File: config.mk
export PLATFORM = sky130hd
export DESIGN_NAME = qc_syndrome_check
export DESIGN_NICKNAME = d
export VERILOG_FILES = /design/src/rtl/qcsc_pkg.sv /design/src/rtl/qcsc_col_counter.sv /design/src/rtl/qcsc_row_map.sv /design/src/rtl/qcsc_synd_acc.sv /design/src/rtl/qc_syndrome_check.sv
export SDC_FILE = /design/constraint.sdc
export NUM_CORES = 2
export LEC_CHECK = 0
export BUFFER_PORTS_ARGS = -buffer_cell sky130_fd_sc_hd__buf_2
export CAP_MARGIN = 40
export CORE_MARGIN = 8
export CORE_UTILIZATION = 45
export CTS_BUF_LIST = sky130_fd_sc_hd__clkbuf_4 sky130_fd_sc_hd__clkbuf_8
export DETAILED_ROUTE_END_ITERATION = 10
export PLACE_DENSITY = 0.69
export SLEW_MARGIN = 20
export SYNTH_ARGS = -nofsm -noshare
export SYNTH_HDL_FRONTEND = slang
export SYNTH_HIERARCHICAL = 1
export SYNTH_SLANG_ARGS = --single-unit
File: constraint.sdc
create_clock -name clk -period 9 [get_ports clk]
set_clock_uncertainty 0.1 [all_clocks]
set_input_delay 0.9 -clock clk [delete_from_list [all_inputs] [get_ports clk]]
set_output_delay 0.9 -clock clk [all_outputs]
set_load 0.02 [all_outputs]
File: src/rtl/qcsc_pkg.sv
// Package: default geometry and the first-row offset table of the
// quasi-cyclic check matrix. The table covers only the default geometry
// (2 block rows, 16 block columns, two ones per circulant row).
package qcsc_pkg;
    localparam int unsigned DEF_CIRC     = 511;
    localparam int unsigned DEF_BLK_ROWS = 2;
    localparam int unsigned DEF_BLK_COLS = 16;
    localparam int unsigned DEF_ROW_WT   = 2;

    // Entry (br*16 + bc)*2 + slot is the position of a one in row 0 of block (br,bc).
    localparam int unsigned OFF_TAB [64] = '{
          0, 176,  12, 239,   0, 352,  24, 431,   0, 392, 151, 409,   0, 351,   9, 359,
          0, 307,  53, 329,   0, 207,  18, 281,   0, 399, 202, 457,   0, 247,  36, 261,
         99, 471, 130, 473, 198, 435, 260, 478, 215, 420, 282, 481,  48, 396, 193, 445,
        273, 430, 302, 451,  96, 379, 191, 386, 244, 467, 364, 470,  51, 382, 192, 414
    };

    // Look up one first-row offset of block (br, bc).
    function automatic int unsigned first_row_off(int unsigned br, int unsigned bc,
                                                  int unsigned slot);
        return OFF_TAB[(br * DEF_BLK_COLS + bc) * DEF_ROW_WT + slot];
    endfunction
endpackage

File: src/rtl/qcsc_col_counter.sv
// Column tracker: holds the codeword column of the next bit, split into a block
// column and a position inside the circulant. A restart request forces the
// presented column to 0 in the same cycle. Assumes adv is high only for an
// accepted bit.
module qcsc_col_counter #(
    parameter int unsigned CIRC_N   = 511,
    parameter int unsigned BLK_COLS = 16,
    localparam int unsigned OFF_W   = $clog2(CIRC_N),
    localparam int unsigned BC_W    = $clog2(BLK_COLS)
) (
    input  logic             clk,
    input  logic             rst_n,
    input  logic             restart,
    input  logic             adv,
    output logic [BC_W-1:0]  cur_bc,
    output logic [OFF_W-1:0] cur_t,
    output logic             at_last
);
    logic [BC_W-1:0]  bc_q;
    logic [OFF_W-1:0] t_q;

    // Column seen by this cycle's bit, with restart override.
    assign cur_bc  = restart ? '0 : bc_q;
    assign cur_t   = restart ? '0 : t_q;
    assign at_last = (cur_bc == BC_W'(BLK_COLS - 1)) && (cur_t == OFF_W'(CIRC_N - 1));

    // Step the column on every accepted bit, wrapping after the final one.
    always_ff @(posedge clk) begin
        if (!rst_n) begin
            bc_q <= '0;
            t_q  <= '0;
        end else if (adv) begin
            if (at_last) begin
                bc_q <= '0;
                t_q  <= '0;
            end else if (cur_t == OFF_W'(CIRC_N - 1)) begin
                bc_q <= cur_bc + 1'b1;
                t_q  <= '0;
            end else begin
                bc_q <= cur_bc;
                t_q  <= cur_t + 1'b1;
            end
        end else if (restart) begin
            bc_q <= '0;
            t_q  <= '0;
        end
    end

    assert_pos_in_circ_R6: assert property (@(posedge clk) disable iff (!rst_n)
        32'(t_q) < CIRC_N);
endmodule

File: src/rtl/qcsc_row_map.sv
// Row mapper: for the presented column, computes which syndrome rows hold a one
// in that matrix column and returns them as a toggle mask. Purely combinational.
// Assumes the offsets of one circulant differ, so each block row gets exactly
// ROW_WT distinct hits.
module qcsc_row_map #(
    parameter int unsigned CIRC_N   = 511,
    parameter int unsigned BLK_ROWS = 2,
    parameter int unsigned BLK_COLS = 16,
    parameter int unsigned ROW_WT   = 2,
    localparam int unsigned OFF_W   = $clog2(CIRC_N),
    localparam int unsigned BC_W    = $clog2(BLK_COLS),
    localparam int unsigned SYN_W   = BLK_ROWS * CIRC_N
) (
    input  logic [BC_W-1:0]  cur_bc,
    input  logic [OFF_W-1:0] cur_t,
    output logic [SYN_W-1:0] toggle_mask
);
    localparam int unsigned RAW_W  = OFF_W + 1;
    localparam int unsigned SIDX_W = $clog2(SYN_W);
    localparam int unsigned HITS   = BLK_ROWS * ROW_WT;

    logic [SIDX_W-1:0] hit_idx [HITS];

    for (genvar br = 0; br < BLK_ROWS; br++) begin : g_brow
        for (genvar s = 0; s < ROW_WT; s++) begin : g_slot
            logic [OFF_W-1:0] p;
            logic [RAW_W-1:0] raw;
            logic [RAW_W-1:0] wrapped;
            // Offset of this slot for the current block column.
            assign p = OFF_W'(qcsc_pkg::first_row_off(br, 32'(cur_bc), s));
            // (t - p) mod CIRC_N without a signed intermediate.
            assign raw     = {1'b0, cur_t} + RAW_W'(CIRC_N) - {1'b0, p};
            assign wrapped = (raw >= RAW_W'(CIRC_N)) ? raw - RAW_W'(CIRC_N) : raw;
            assign hit_idx[br*ROW_WT + s] = SIDX_W'(br * CIRC_N) + SIDX_W'(wrapped);
        end
    end

    // Expand the hit indices into a one-hot-per-hit mask.
    always_comb begin
        toggle_mask = '0;
        for (int i = 0; i < HITS; i++) toggle_mask[hit_idx[i]] = 1'b1;
    end
endmodule

File: src/rtl/qcsc_synd_acc.sv
// Syndrome accumulator: a register of SYN_W bits, cleared on a fresh word and
// XORed with the toggle mask for each accepted one bit. Assumes fresh and take
// are already qualified by the caller.
module qcsc_synd_acc #(
    parameter int unsigned SYN_W = 1022,
    parameter int unsigned HITS  = 4
) (
    input  logic             clk,
    input  logic             rst_n,
    input  logic             fresh,
    input  logic             take,
    input  logic [SYN_W-1:0] toggle_mask,
    output logic [SYN_W-1:0] synd_q
);
    // Clear and/or toggle the running syndrome.
    always_ff @(posedge clk) begin
        if (!rst_n) synd_q <= '0;
        else if (fresh || take)
            synd_q <= (fresh ? '0 : synd_q) ^ (take ? toggle_mask : '0);
    end

    assert_mask_weight_R2: assert property (@(posedge clk) disable iff (!rst_n)
        $countones(toggle_mask) == HITS);
    assert_one_flips_four_R3: assert property (@(posedge clk) disable iff (!rst_n)
        (take && !fresh) |=> $countones(synd_q ^ $past(synd_q)) == HITS);
    assert_zero_holds_R3: assert property (@(posedge clk) disable iff (!rst_n)
        (!take && !fresh) |=> $stable(synd_q));
    assert_fresh_clears_R5: assert property (@(posedge clk) disable iff (!rst_n)
        (fresh && !take) |=> (synd_q == '0));
endmodule

File: src/rtl/qc_syndrome_check.sv
// Top: bit-serial syndrome checker for a quasi-cyclic parity check matrix.
// One codeword bit per accepted cycle; word_done pulses after the last column;
// synd_zero reports a zero syndrome for the finished word. Assumes the default
// geometry that the offset table in qcsc_pkg describes.
module qc_syndrome_check #(
    parameter int unsigned CIRC_N   = qcsc_pkg::DEF_CIRC,
    parameter int unsigned BLK_ROWS = qcsc_pkg::DEF_BLK_ROWS,
    parameter int unsigned BLK_COLS = qcsc_pkg::DEF_BLK_COLS,
    parameter int unsigned ROW_WT   = qcsc_pkg::DEF_ROW_WT,
    localparam int unsigned SYN_W   = BLK_ROWS * CIRC_N
) (
    input  logic             clk,
    input  logic             rst_n,
    input  logic             cw_valid,
    input  logic             cw_bit,
    input  logic             cw_first,
    output logic             word_done,
    output logic             synd_zero,
    output logic [SYN_W-1:0] synd
);
    localparam int unsigned OFF_W = $clog2(CIRC_N);
    localparam int unsigned BC_W  = $clog2(BLK_COLS);

    logic             complete_q;
    logic             done_q;
    logic             fresh;
    logic             take;
    logic [BC_W-1:0]  cur_bc;
    logic [OFF_W-1:0] cur_t;
    logic             at_last;
    logic [SYN_W-1:0] toggle_mask;

    // A new word starts on a marker or on the first bit after a finished word.
    assign fresh = cw_first | (complete_q & cw_valid);
    assign take  = cw_valid & cw_bit;

    qcsc_col_counter #(.CIRC_N(CIRC_N), .BLK_COLS(BLK_COLS)) u_col (
        .clk(clk), .rst_n(rst_n), .restart(fresh), .adv(cw_valid),
        .cur_bc(cur_bc), .cur_t(cur_t), .at_last(at_last)
    );

    qcsc_row_map #(.CIRC_N(CIRC_N), .BLK_ROWS(BLK_ROWS), .BLK_COLS(BLK_COLS),
                   .ROW_WT(ROW_WT)) u_map (
        .cur_bc(cur_bc), .cur_t(cur_t), .toggle_mask(toggle_mask)
    );

    qcsc_synd_acc #(.SYN_W(SYN_W), .HITS(BLK_ROWS * ROW_WT)) u_acc (
        .clk(clk), .rst_n(rst_n), .fresh(fresh), .take(take),
        .toggle_mask(toggle_mask), .synd_q(synd)
    );

    // Word completion pulse and held completion state.
    always_ff @(posedge clk) begin
        if (!rst_n) begin
            done_q     <= 1'b0;
            complete_q <= 1'b0;
        end else begin
            done_q <= cw_valid & at_last;
            if (cw_valid & at_last)       complete_q <= 1'b1;
            else if (cw_first | cw_valid) complete_q <= 1'b0;
        end
    end

    assign word_done = done_q;
    assign synd_zero = complete_q & ~|synd;

    assert_idle_stable_R4: assert property (@(posedge clk) disable iff (!rst_n)
        (!cw_valid && !cw_first) |=> $stable(synd));
    assert_done_single_R7: assert property (@(posedge clk) disable iff (!rst_n)
        word_done |=> !word_done);
    assert_zero_rises_at_done_R8: assert property (@(posedge clk) disable iff (!rst_n)
        $rose(synd_zero) |-> word_done);
    assert_auto_restart_R9: assert property (@(posedge clk) disable iff (!rst_n)
        (cw_valid && complete_q && !cw_bit) |=> (synd == '0));
endmodule

==> impl_metrics.toml <==
[clock_tree]
cts_sinks = 1037
cts_resized = 0
hold_buffers = 0
clock_path_buffers = 3
path_clk_slew_ns = 0.06
clk_latency_ns = 0.92
htree_levels = 4
post_cts_buffers = 0
cts_root_buf = "clkbuf_8"
cts_buffers = 186
cts_tree = "built"

[finish]
fin_util_pct = 52.9
fillCellCount = 15076
area_growth_syn_to_layout_pct = 17.1
layout-drive-gt1-share_pct = 26.6
layout.nets = 9595

[power]
switching_share_pct = 34.3
p_leak_uw = 0.0312
peakVddDrop_uv = 147
combPwrFrac_pct = 19.5
power_density_mw_per_mm2 = 142
clock_power_share_pct = 42.0
p_sw_uw = 4110
internal_power_uw = 7880
p_seq_share_pct = 38.5

[logic_synthesis]
synth_compound_area_share_pct = 12.8
synth-simple-area-share_pct = 37.7
synth-adder-area-share_pct = 0.864
syn_area_mm2 = 0.0721
synth_cells = 8555
ys_ff_latch = 1037
synth_xor_area_share_pct = 13.2
ys.flop_type = "dfxtp_1"
synth_warnings = 6
mappedNetlistNets = 8605
async_reset_ff_share_pct = 0
synth-edff-count = 0
synth.area.top_cells = "dfxtp_1 (29%), xnor2_1 (13%), nor2b_4 (11%), and2_1 (9.0%), o22ai_1 (8.2%)"
synth_common_cells = "nand2_1 (1,273), xnor2_1 (1,060), and2_1 (1,043)"
synthMuxAreaShare_pct = 0.588
synth_area_leader_cell = "dfxtp_1"
synth_area_per_cell_um2 = 8.43
synth_top_family_by_area = "simple AND/OR/NAND/NOR gates"
yosysUniqueCellTypes = 119
post-synth-top-count-cell = "nand2_1"
seq_area_frac_synth_pct = 28.8
netlist.area_leader.share_pct = 28.8

[floorplanning]
core_area_mm2 = 0.160
dieArea_mm2 = 0.173
core.rowCount = 147
start_util_pct = 45.1
ios = 1029
die_w_um = 416
dieHeight_um = 416

[setup_path]
rr_startpoint = "complete_q$_SDFFE_PN0P_"
critical_path.startpoint_type = "register"
worstReg2RegEnd = "u_acc/synd_q[544]$_SDFFE_PN0P_"
cp_max_fo = 25
worstSetupStartpoint = "complete_q$_SDFFE_PN0P_"
required_ns = 9.75
critPathArrivalTime_ns = 8.66
worstSetupPathType = "reg -> reg"
reg2regPathDepth = 27
crit_path_end_kind = "register"
reg2reg_slack_ns = 1.10

[worst_hold_path]
hold_path_depth = 4
min_to = "complete_q$_SDFFE_PN0P_"
min_path_type = "in -> reg"
min-delay-start = "cw_first"

[routing]
drc = 0
drt-total-wl_mm = 386
antenna_left = 0
routedWlPerCell_um = 32.7
via_per_inst = 6.25
drt_pre_antenna_iters = 10
vias = 73731
drt_iter0_drc = 9866

[grt]
antenna_found_initial = 21
grt_pass1_wl_mm = 533
track_usage_pct = 41.7
grt_pass1_vias = 70898
overflow = 0
grt_max_degree = 273

[job]
drv_cap = 0

[timing]
worstMarginPinSlew_ns = 1.18
tns_ns = 0
fin_crit_ns = 7.90
setup_viol = 0
slew_headroom_pct = 21.2
fin_crit_sh_pct = 87.8
rsz0062_at_grt = "false"
finalHoldViolCount = 0
max_freq_ghz = 0.127
setup_slack_ns = 1.10
maxSlewViolCount = 0
holdWs_ns = 0.265

[placed_design]
portBuffers = 1028
dp_slack_ns = 0.723
gp_congestion = 1.08
dp_hpwl_mm = 277

[outcome]
status = "finished, final reports clean"
[worst max-delay path, stage by stage (launching register included)]
cell      delay, ns
dfxtp_1        0.48
a21o_4         0.36
buf_4          0.62
nor2_1         0.24
or3_1          0.46
o21a_2         0.29
inv_2          0.18
ha_1           0.34
nor3b_1        0.18
a31oi_1        0.14
o21ai_0        0.13
or3_1          0.46
and4_1         0.27
nand4_1        0.25
a211oi_1       0.13
buf_4          0.18
o22ai_2        0.16
buf_4          0.16
buf_4          0.36
nand2_1        0.13
o21ai_0        0.39
buf_4          0.22
nand2_1        0.11
buf_4          0.26
o22ai_1        0.65
nand2_1        0.19
xnor2_1        0.18
and2_1         0.16
[sequential cells by signal, summed over array words and instances (netlist names)]
name,flops
u_acc/synd_q,1022
word_done,1
u_col/t_q,9
complete_q,1
u_col/bc_q,4
[per-layer routing]
| layer | share of wire, % | track usage, % | wire length, um |
|---|---|---|---|
| met3 | 11 | 13.6 | 43300 |
| met5 | 0.016 | 0 | 62 |
| met4 | 11 | 36.5 | 43000 |
| met2 | 43 | 63.9 | 166000 |
| met1 | 35 | 46.3 | 133000 |
[power groups by stage]
stage	clock, uW	sequential, uW	combinational [uW]
final	5040	4620	2330
after detailed placement	0	4720	2200
after global placement	0	4720	2180
after global routing	5250	4620	2350
after floorplan	0	4720	1330
after CTS	5050	4620	2210
[through the flow]
stage	total power (uW)	instances	cell area [um2]
2_1_floorplan	6050	8555	72100
3_3_place_gp	6900	11417	79800
3_5_place_dp	6920	11438	80200
4_1_cts	11900	11774	84400
5_1_grt	12200	11783	84500
6_report	12000	11798	84500
[cell usage in the layout (no fill, tap or decap), drive strengths merged, types with 21 or more instances in the layout]
| cell | Yosys | final |
|---|---|---|
| nand2b | 67 | 67 |
| o21ai | 87 | 87 |
| inv | 52 | 64 |
| nand4 | 92 | 92 |
| buf | 327 | 1515 |
| o22ai | 945 | 945 |
| a31oi | 22 | 22 |
| and3 | 21 | 21 |
| nand3 | 91 | 91 |
| nor2b | 1042 | 1042 |
| xnor2 | 1060 | 1060 |
| nand2 | 1275 | 1275 |
| and2 | 1046 | 1046 |
| nor4 | 283 | 283 |
| a21oi | 63 | 63 |
| mux2i | 21 | 21 |
| o211ai | 21 | 21 |
| o32ai | 77 | 77 |
| dfxtp | 1037 | 1037 |
| nor2 | 136 | 136 |
| ha | 41 | 41 |
| nor3 | 62 | 62 |
| clkbuf | 389 | 303 |
[kinds of logic after synthesis]
group | Yosys count
simple gates | 4190
fa+ha+maj | 48
mux | 38
xor+xnor | 1080
compound gates | 1393
flops | 1037
buf+inv | 769
[final cells by class]
class | count | area, um2 | share of cell area, %
Multi-Input combinational cell | 6749 | 47200 | 55.8
Timing Repair Buffer | 1518 | 9530 | 11.3
Clock inverter | 34 | 423 | 0.501
Clock buffer | 302 | 3750 | 4.44
Antenna cell | 19 | 47.5 | 0.0563
Inverter | 53 | 199 | 0.235
Sequential cell | 1037 | 20800 | 24.6
Tap cell | 2086 | 2610 | 3.09
[worst max-delay path by stage]
stage | to | slack [ns] | depth (start not counted)
finish | u_acc/synd_q[544]$_SDFFE_PN0P_ | 1.10 | 27
global route | u_acc/synd_q[827]$_SDFFE_PN0P_ | 0.74 | 22
floorplan | u_acc/synd_q[1000]$_SDFFE_PN0P_ | 1.68 | 30
CTS | u_acc/synd_q[544]$_SDFFE_PN0P_ | 1.29 | 25
detailed placement | u_acc/synd_q[544]$_SDFFE_PN0P_ | 0.72 | 31
global placement | u_acc/synd_q[981]$_SDFFE_PN0P_ | 0.60 | 25
(Power assumes the default switching activity.)
